[config.mk]
export PLATFORM = sky130hd
export DESIGN_NAME = fpstate_gate
export DESIGN_NICKNAME = d
export VERILOG_FILES = /design/src/rtl/fsg_pkg.sv /design/src/rtl/fsg_bank.sv /design/src/rtl/fsg_decide.sv /design/src/rtl/fpstate_gate.sv
export SDC_FILE = /design/constraint.sdc
export NUM_CORES = 1
export LEC_CHECK = 0
export BUFFER_PORTS_ARGS = -buffer_cell sky130_fd_sc_hd__buf_4
export CAP_MARGIN = 0
export CORE_UTILIZATION = 55
export CTS_CLUSTER_DIAMETER = 80
export DETAILED_ROUTE_END_ITERATION = 12
export PLACE_DENSITY = 0.79
export SYNTH_ARGS = -nofsm -noshare
export SYNTH_HDL_FRONTEND = slang
export SYNTH_HIERARCHICAL = 1
export SYNTH_SLANG_ARGS = --single-unit
[constraint.sdc]
create_clock -name clk -period 2.7 [get_ports clk]
set_input_delay 0.135 -clock clk [delete_from_list [all_inputs] [get_ports clk]]
set_output_delay 0.135 -clock clk [all_outputs]
set_load 0.05 [all_outputs]
[src/rtl/fsg_pkg.sv]
package fsg_pkg;

  localparam int TOP_BIT  = 63;
  localparam int ENV_BIT  = 62;
  localparam int FCSR_BIT = 1;
  localparam int NUM_LVL  = 3;

  typedef enum logic [1:0] {
    V_ALLOW   = 2'd0,
    V_ILLEGAL = 2'd1,
    V_VIRT    = 2'd2
  } verdict_e;

  typedef struct packed {
    logic       known;
    logic       hi;
    logic [1:0] lvl;
  } sel_t;

  // Bits that software may change in any state-enable register 0.
  function automatic logic [63:0] legal_mask(input logic has_f);
    logic [63:0] m;
    m           = '0;
    m[TOP_BIT]  = 1'b1;
    m[ENV_BIT]  = 1'b1;
    m[FCSR_BIT] = !has_f;
    return m;
  endfunction

  // Map a select code to a level and a half.
  function automatic sel_t decode_sel(input logic [2:0] code);
    sel_t s;
    s = '{known: 1'b1, hi: 1'b0, lvl: 2'd0};
    case (code)
      3'd0: s.lvl = 2'd0;
      3'd1: begin s.lvl = 2'd0; s.hi = 1'b1; end
      3'd2: s.lvl = 2'd1;
      3'd3: begin s.lvl = 2'd1; s.hi = 1'b1; end
      3'd4: s.lvl = 2'd2;
      default: s.known = 1'b0;
    endcase
    return s;
  endfunction

  // Access decision for a floating-point request.
  function automatic verdict_e judge(input logic [1:0] priv, input logic virt,
                                     input logic native, input logic debug,
                                     input logic m_on, input logic h_on,
                                     input logic s_on);
    if (debug || native || priv == 2'd3) return V_ALLOW;
    if (!m_on)                           return V_ILLEGAL;
    if (virt && !h_on)                   return V_VIRT;
    if (priv == 2'd0 && !s_on)           return virt ? V_VIRT : V_ILLEGAL;
    return V_ALLOW;
  endfunction

endpackage

[src/rtl/fsg_bank.sv]
module fsg_bank (
  input  logic        clk,
  input  logic        rst_n,
  input  logic        we,
  input  logic [63:0] wmask,
  input  logic [63:0] wdata,
  output logic [63:0] q
);
  always_ff @(posedge clk) begin
    if (!rst_n)  q <= '0;
    else if (we) q <= (q & ~wmask) | (wdata & wmask);
  end
endmodule

[src/rtl/fsg_decide.sv]
module fsg_decide
  import fsg_pkg::*;
(
  input  logic       clk,
  input  logic       rst_n,
  input  logic       req_valid,
  input  logic [1:0] req_priv,
  input  logic       req_virt,
  input  logic       req_fp_native,
  input  logic       req_debug,
  input  logic       m_on,
  input  logic       h_on,
  input  logic       s_on,
  output logic       rsp_valid,
  output verdict_e   rsp_verdict
);
  verdict_e next_verdict;

  always_comb
    next_verdict = judge(req_priv, req_virt, req_fp_native, req_debug, m_on, h_on, s_on);

  always_ff @(posedge clk) begin
    if (!rst_n) begin
      rsp_valid   <= 1'b0;
      rsp_verdict <= V_ALLOW;
    end else begin
      rsp_valid <= req_valid;
      if (req_valid) rsp_verdict <= next_verdict;
    end
  end
endmodule

[src/rtl/fpstate_gate.sv]
module fpstate_gate
  import fsg_pkg::*;
#(
  parameter int XLEN  = 32,
  parameter int HAS_F = 0
) (
  input  logic            clk,
  input  logic            rst_n,
  input  logic            wr_en,
  input  logic [2:0]      wr_sel,
  input  logic [XLEN-1:0] wr_data,
  input  logic [2:0]      rd_sel,
  output logic [XLEN-1:0] rd_data,
  input  logic            req_valid,
  input  logic [1:0]      req_priv,
  input  logic            req_virt,
  input  logic            req_fp_native,
  input  logic            req_debug,
  output logic            rsp_valid,
  output logic [1:0]      rsp_verdict
);
  localparam logic [63:0] WMASK    = legal_mask(HAS_F != 0);
  localparam logic [63:0] LOW_HALF = 64'h0000_0000_FFFF_FFFF;

  sel_t        wsel, rsel;
  logic [63:0] wide_data, lane_mask;
  logic [63:0] lvl_q   [NUM_LVL];
  logic [63:0] lvl_eff [NUM_LVL];
  logic [63:0] picked;

  // Named views for the checker.
  logic [63:0] m_q, h_q, s_q;
  logic        fcsr_m, fcsr_h, fcsr_s;
  verdict_e    verdict_q;

  always_comb wsel = decode_sel(wr_sel);
  always_comb rsel = decode_sel(rd_sel);

  generate
    if (XLEN == 32) begin : g_half
      always_comb begin
        wide_data = wsel.hi ? {wr_data, 32'h0} : {32'h0, wr_data};
        lane_mask = wsel.hi ? ~LOW_HALF : LOW_HALF;
      end
      always_comb rd_data = !rsel.known ? '0 : (rsel.hi ? picked[63:32] : picked[31:0]);
    end else begin : g_full
      always_comb begin
        wide_data = wr_data;
        lane_mask = wsel.hi ? '0 : '1;
      end
      always_comb rd_data = (!rsel.known || rsel.hi) ? '0 : picked;
    end
  endgenerate

  generate
    for (genvar g = 0; g < NUM_LVL; g++) begin : g_lvl
      fsg_bank u_bank (
        .clk   (clk),
        .rst_n (rst_n),
        .we    (wr_en && wsel.known && wsel.lvl == 2'(g)),
        .wmask (WMASK & lane_mask),
        .wdata (wide_data),
        .q     (lvl_q[g])
      );
      if (g == 0) begin : g_root
        always_comb lvl_eff[g] = lvl_q[g];
      end else begin : g_chain
        always_comb lvl_eff[g] = lvl_q[g] & lvl_eff[g-1];
      end
    end
  endgenerate

  always_comb begin
    picked = '0;
    for (int i = 0; i < NUM_LVL; i++)
      if (rsel.lvl == 2'(i)) picked = lvl_eff[i];
  end

  always_comb begin
    m_q    = lvl_q[0];
    h_q    = lvl_q[1];
    s_q    = lvl_q[2];
    fcsr_m = m_q[FCSR_BIT];
    fcsr_h = h_q[FCSR_BIT];
    fcsr_s = s_q[FCSR_BIT];
  end

  fsg_decide u_decide (
    .clk           (clk),
    .rst_n         (rst_n),
    .req_valid     (req_valid),
    .req_priv      (req_priv),
    .req_virt      (req_virt),
    .req_fp_native (req_fp_native),
    .req_debug     (req_debug),
    .m_on          (fcsr_m),
    .h_on          (fcsr_h),
    .s_on          (fcsr_s),
    .rsp_valid     (rsp_valid),
    .rsp_verdict   (verdict_q)
  );

  assign rsp_verdict = verdict_q;

endmodule


=== After elaboration in Yosys (flattened, before gate mapping) ===
Cells that the tools add are included.
W data, S select, Z words.

* Output and inout port bits: 35
* Bits in writable memories: 0
* Input bits: 47
* Flip-flop bits (word level): 195
* ROM bits: 0
* Bits in latches: 0
* Memories: 0
* Word-level logic and storage cells: 81

* Equal/unequal tests: 13
* Div/mod/pow operators: 0
* Shift operators: 0
* $lt $le $gt $ge: 0
* Multiplexer cells: 32
* Bitwise gates (word level): 10
* $mul: 0
* Add/sub/neg operators: 0
* Reductions and logical operators: 21

{| class="wikitable"
|+ Operators by type and width
! operator !! count
|-
| $and A64 B64 Y64 || 6
|-
| $mux W64 || 5
|-
| $or A64 B64 Y64 || 3
|-
| $mux W32 || 2
|-
| $not A64 Y64 || 1
|-
| $mux W2 || 9
|-
| $mux W1 || 14
|-
| $eq A3 B2 Y1 const B || 4
|-
| $reduce_or A5 Y1 || 2
|-
| $pmux W2 S2 || 2
|-
| $reduce_or A2 Y1 || 4
|-
| $eq A2 B2 Y1 const B || 3
|-
| $eq A3 B1 Y1 const B || 2
|-
| $eq A3 B3 Y1 const B || 2
|-
| $logic_and A1 B1 Y1 || 6
|-
| $logic_not A2 Y1 || 3
|-
| $logic_not A3 Y1 || 2
|-
| $eq A2 B1 Y1 const B || 2
|-
| $logic_not A1 Y1 || 2
|-
| $logic_or A1 B1 Y1 || 2
|}

=== Longest topological paths before layout ===
* Depth after elaboration: 13
* Mapped depth: 6
* Gate-level depth less buffers: 5

=== By module ===
Netlist, hierarchy kept.

{| class="wikitable"
|+ By module, submodules not included
! module !! cells an instance !! area each (um^2) !! seq. area each (um^2) !! times used
|-
| fsg_bank || 341 || 2795.2 || 1281.2 || 3
|-
| fpstate_gate || 291 || 1925.6 || 0.0 || 1
|-
| fsg_decide || 13 || 130.1 || 60.1 || 1
|}

=== Worst setup path after synthesis ===
Ideal clock, no wire load.

* Kind: input to output
* Start point: input port rd_sel[2]
* End point: output port rd_data[10]
* Stages on the path: 5
* Buffers on the path: 3
* Required time: 2.565 ns
* Arrival: 1.134 ns
* Setup slack: 1.431 ns
* Cell sequence: buf_4 -> nor2b_1 -> buf_6 -> buf_6 -> a32o_1

* Longest elaborated chain between the ends: 9
* Elaborated cells on any way between the ends: 19
* Classes of those cells: 6 x eq/ne; 8 x mux; 5 x reduce/logical

{| class="wikitable"
|+ Ends and longest elaborated chain
! element !! line !! RTL
|-
| from (decl) || fpstate_gate.sv:12 || <nowiki>input logic [2:0] rd_sel,</nowiki>
|-
| $eq A3 B2 Y1 || fsg_pkg.sv:34 || <nowiki>case (code)</nowiki>
|-
| $reduce_or A2 Y1 (no line) || - ||
|-
| $pmux W2 S2 || fsg_pkg.sv:34 ||
|-
| $logic_not A2 Y1 || fpstate_gate.sv:76 || <nowiki>if (rsel.lvl == 2'(i)) picked = lvl_eff[i];</nowiki>
|-
| $mux W64 (3 in series) || fpstate_gate.sv:76 ||
|-
| $mux W32 || fpstate_gate.sv:45 || <nowiki>always_comb rd_data = !rsel.known ? '0 : (rsel.hi ? picked[63:32] : picked[31:0]);</nowiki>
|-
| $mux W32 * || fpstate_gate.sv:45 ||
|-
| to (decl) || fpstate_gate.sv:13 || <nowiki>output logic [XLEN-1:0] rd_data,</nowiki>
|}

Every way passes the cells marked *; elsewhere a longest branch is shown, timed or not.

=== Final worst setup path ===
* Start point: input port rd_sel[2]
* End point: output port rd_data[8]

Same word-level chain as after synthesis.

==> impl_metrics.env <==
export IMPL_drv_cap=0
export IMPL_nets=1391
export IMPL_hold_slack_ns=0.0824
export IMPL_syn_to_final_growth_pct=17.4
export IMPL_p_per_area_mw_per_mm2=502
export IMPL_antenna_found_initial=0
export IMPL_wirelength_mm=20.2
export IMPL_dp_slack_ns=0.946
export IMPL_instances_no_fill=1570
export IMPL_fp_dieW_microns=130
export IMPL_clk_latency_ns=0.42
export IMPL_hold_class="in2reg"
export IMPL_fin_setup_tns_ns=0
export IMPL_max_freq_ghz=0.561
export IMPL_h_tree_depth=4
export IMPL_drt_pass1_iterations=5
export IMPL_slew_headroom=0.517
export IMPL_clk_pin_slew_ns=0.06
export IMPL_drt_iter0_markers=469
export IMPL_path_class="in2out"
export IMPL_wl_per_cell_microns=12.9
export IMPL_dr_total_vias=7707
export IMPL_avgSynthCellArea_sq_um=7.82
export IMPL_fp_row_count=46
export IMPL_cts_setup_buffers=0
export IMPL_initial_core_util=0.567
export IMPL_cts_inserted_buffers=17
export IMPL_drcViolationCount=0
export IMPL_cts_tree="yes"
export IMPL_ioPinCount=82
export IMPL_fin_ws_ns=0.918
export IMPL_peakVddDrop_mv=0.479
export IMPL_hold_violations=0
export IMPL_final_area_sq_mm=0.0106
export IMPL_worst_pin_slew_ns=0.721
export IMPL_via_per_inst=4.91
export IMPL_critical_path_endpoint_type="primary output"
export IMPL_place_gp_congestion=0.804
export IMPL_crit_required_ns=2.57
export IMPL_drive_above_1_share=0.0953
export IMPL_syn_area_sq_mm=0.00907
export IMPL_track_usage=0.249
export IMPL_core_area_sq_mm=0.0160
export IMPL_finalSetupViolCount=0
export IMPL_outcome="completed"
export IMPL_cts_sinks=163
export IMPL_placed_area_sq_mm=0.0101
export IMPL_rsz0062_at_grt="no"
export IMPL_portBuffers=81
export IMPL_fin_crit_sh=0.660
export IMPL_maxSlewViolCount=0
export IMPL_dp_cells=1540
export IMPL_path_max_fanout=65
export IMPL_fin_util=0.666
export IMPL_arrival_ns=1.65
export IMPL_period_minus_slack_ns=1.78
export IMPL_grt_max_degree=118
export IMPL_skew_ns=0.00318
export IMPL_cts_root_buf="clkbuf_16"
export IMPL_synth_warnings=6
export IMPL_grt_pass1_wl_mm=33.3
export IMPL_grt_pass1_vias=7055
export IMPL_power_mw=5.34
export IMPL_total_leakage_power_nw=5.10
export IMPL_die_area_sq_mm=0.0170
export IMPL_syn_inst=1160
export IMPL_startpoint_type="input port"
export IMPL_n_antenna_cell=0
export IMPL_clockBufferDepth=2
export IMPL_dieHeight_microns=130
export IMPL_grt_overflow=0
export IMPL_dp_hpwl_mm=12.9
export IMPL_antenna_left=0
## path summary, 6_finish.rpt
path	slack [ns]	cells after the start	from	end
max	0.92	5	rd_sel[2]	rd_data[8]
min	0.08	3	req_virt	u_decide/rsp_verdict[0]
max reg2reg	1.71	3	flop	u_decide/rsp_verdict[1]
min reg2reg	0.45	2	flop	flop
## layout make-up
type / count / area [sq um]
Clock buffer: 23 / 478
Multi-Input combinational cell: 1033 / 5670
Sequential cell: 163 / 3260
Timing Repair Buffer: 96 / 767
Inverter: 33 / 124
Clock inverter: 6 / 80.1
Tap cell: 216 / 270
Fill cell: 1405 / 5350
## layout by cell type, fill, tap and decap left out, drive strengths merged, types with 2 or more instances in the layout
| cell | count |
|---|---|
| nand2 | 483 |
| dfxtp | 163 |
| mux2i | 160 |
| conb | 153 |
| buf | 94 |
| and2 | 64 |
| nor2b | 35 |
| nand2b | 33 |
| inv | 33 |
| a32o | 32 |
| o22ai | 31 |
| a21boi | 31 |
| clkbuf | 24 |
| clkinv | 4 |
| bufinv | 2 |
| a22o | 2 |
## timing repair
action                    CTS  global route
hold endpoints to repair    1             0
hold buffers                1             0
gates resized for setup     0             0
## critical path, cell delays in order
cell and delay, ns:
buf_4 0.31, nor2b_2 0.51, buf_4 0.28, a32o_1 0.19, buf_4 0.20
## where the power goes
group          internal, mW  total, mW  switching [mW]
Combinational         0.198      0.554           0.357
Clock                  1.41       2.33           0.921
Sequential             2.44       2.45          0.0166
Total                  4.05       5.34            1.29
## metal layers
metal | vias to the layer above | share of wire | global-route usage
met4 | 0 | 0.013 | 0.0805
met2 | 135 | 0.49 | 0.439
met1 | 3584 | 0.45 | 0.305
met5 | - | 0 | 0
li1 | 3970 | - | -
met3 | 18 | 0.044 | 0.0497
Note: power is estimated with default switching activity, not from simulation.
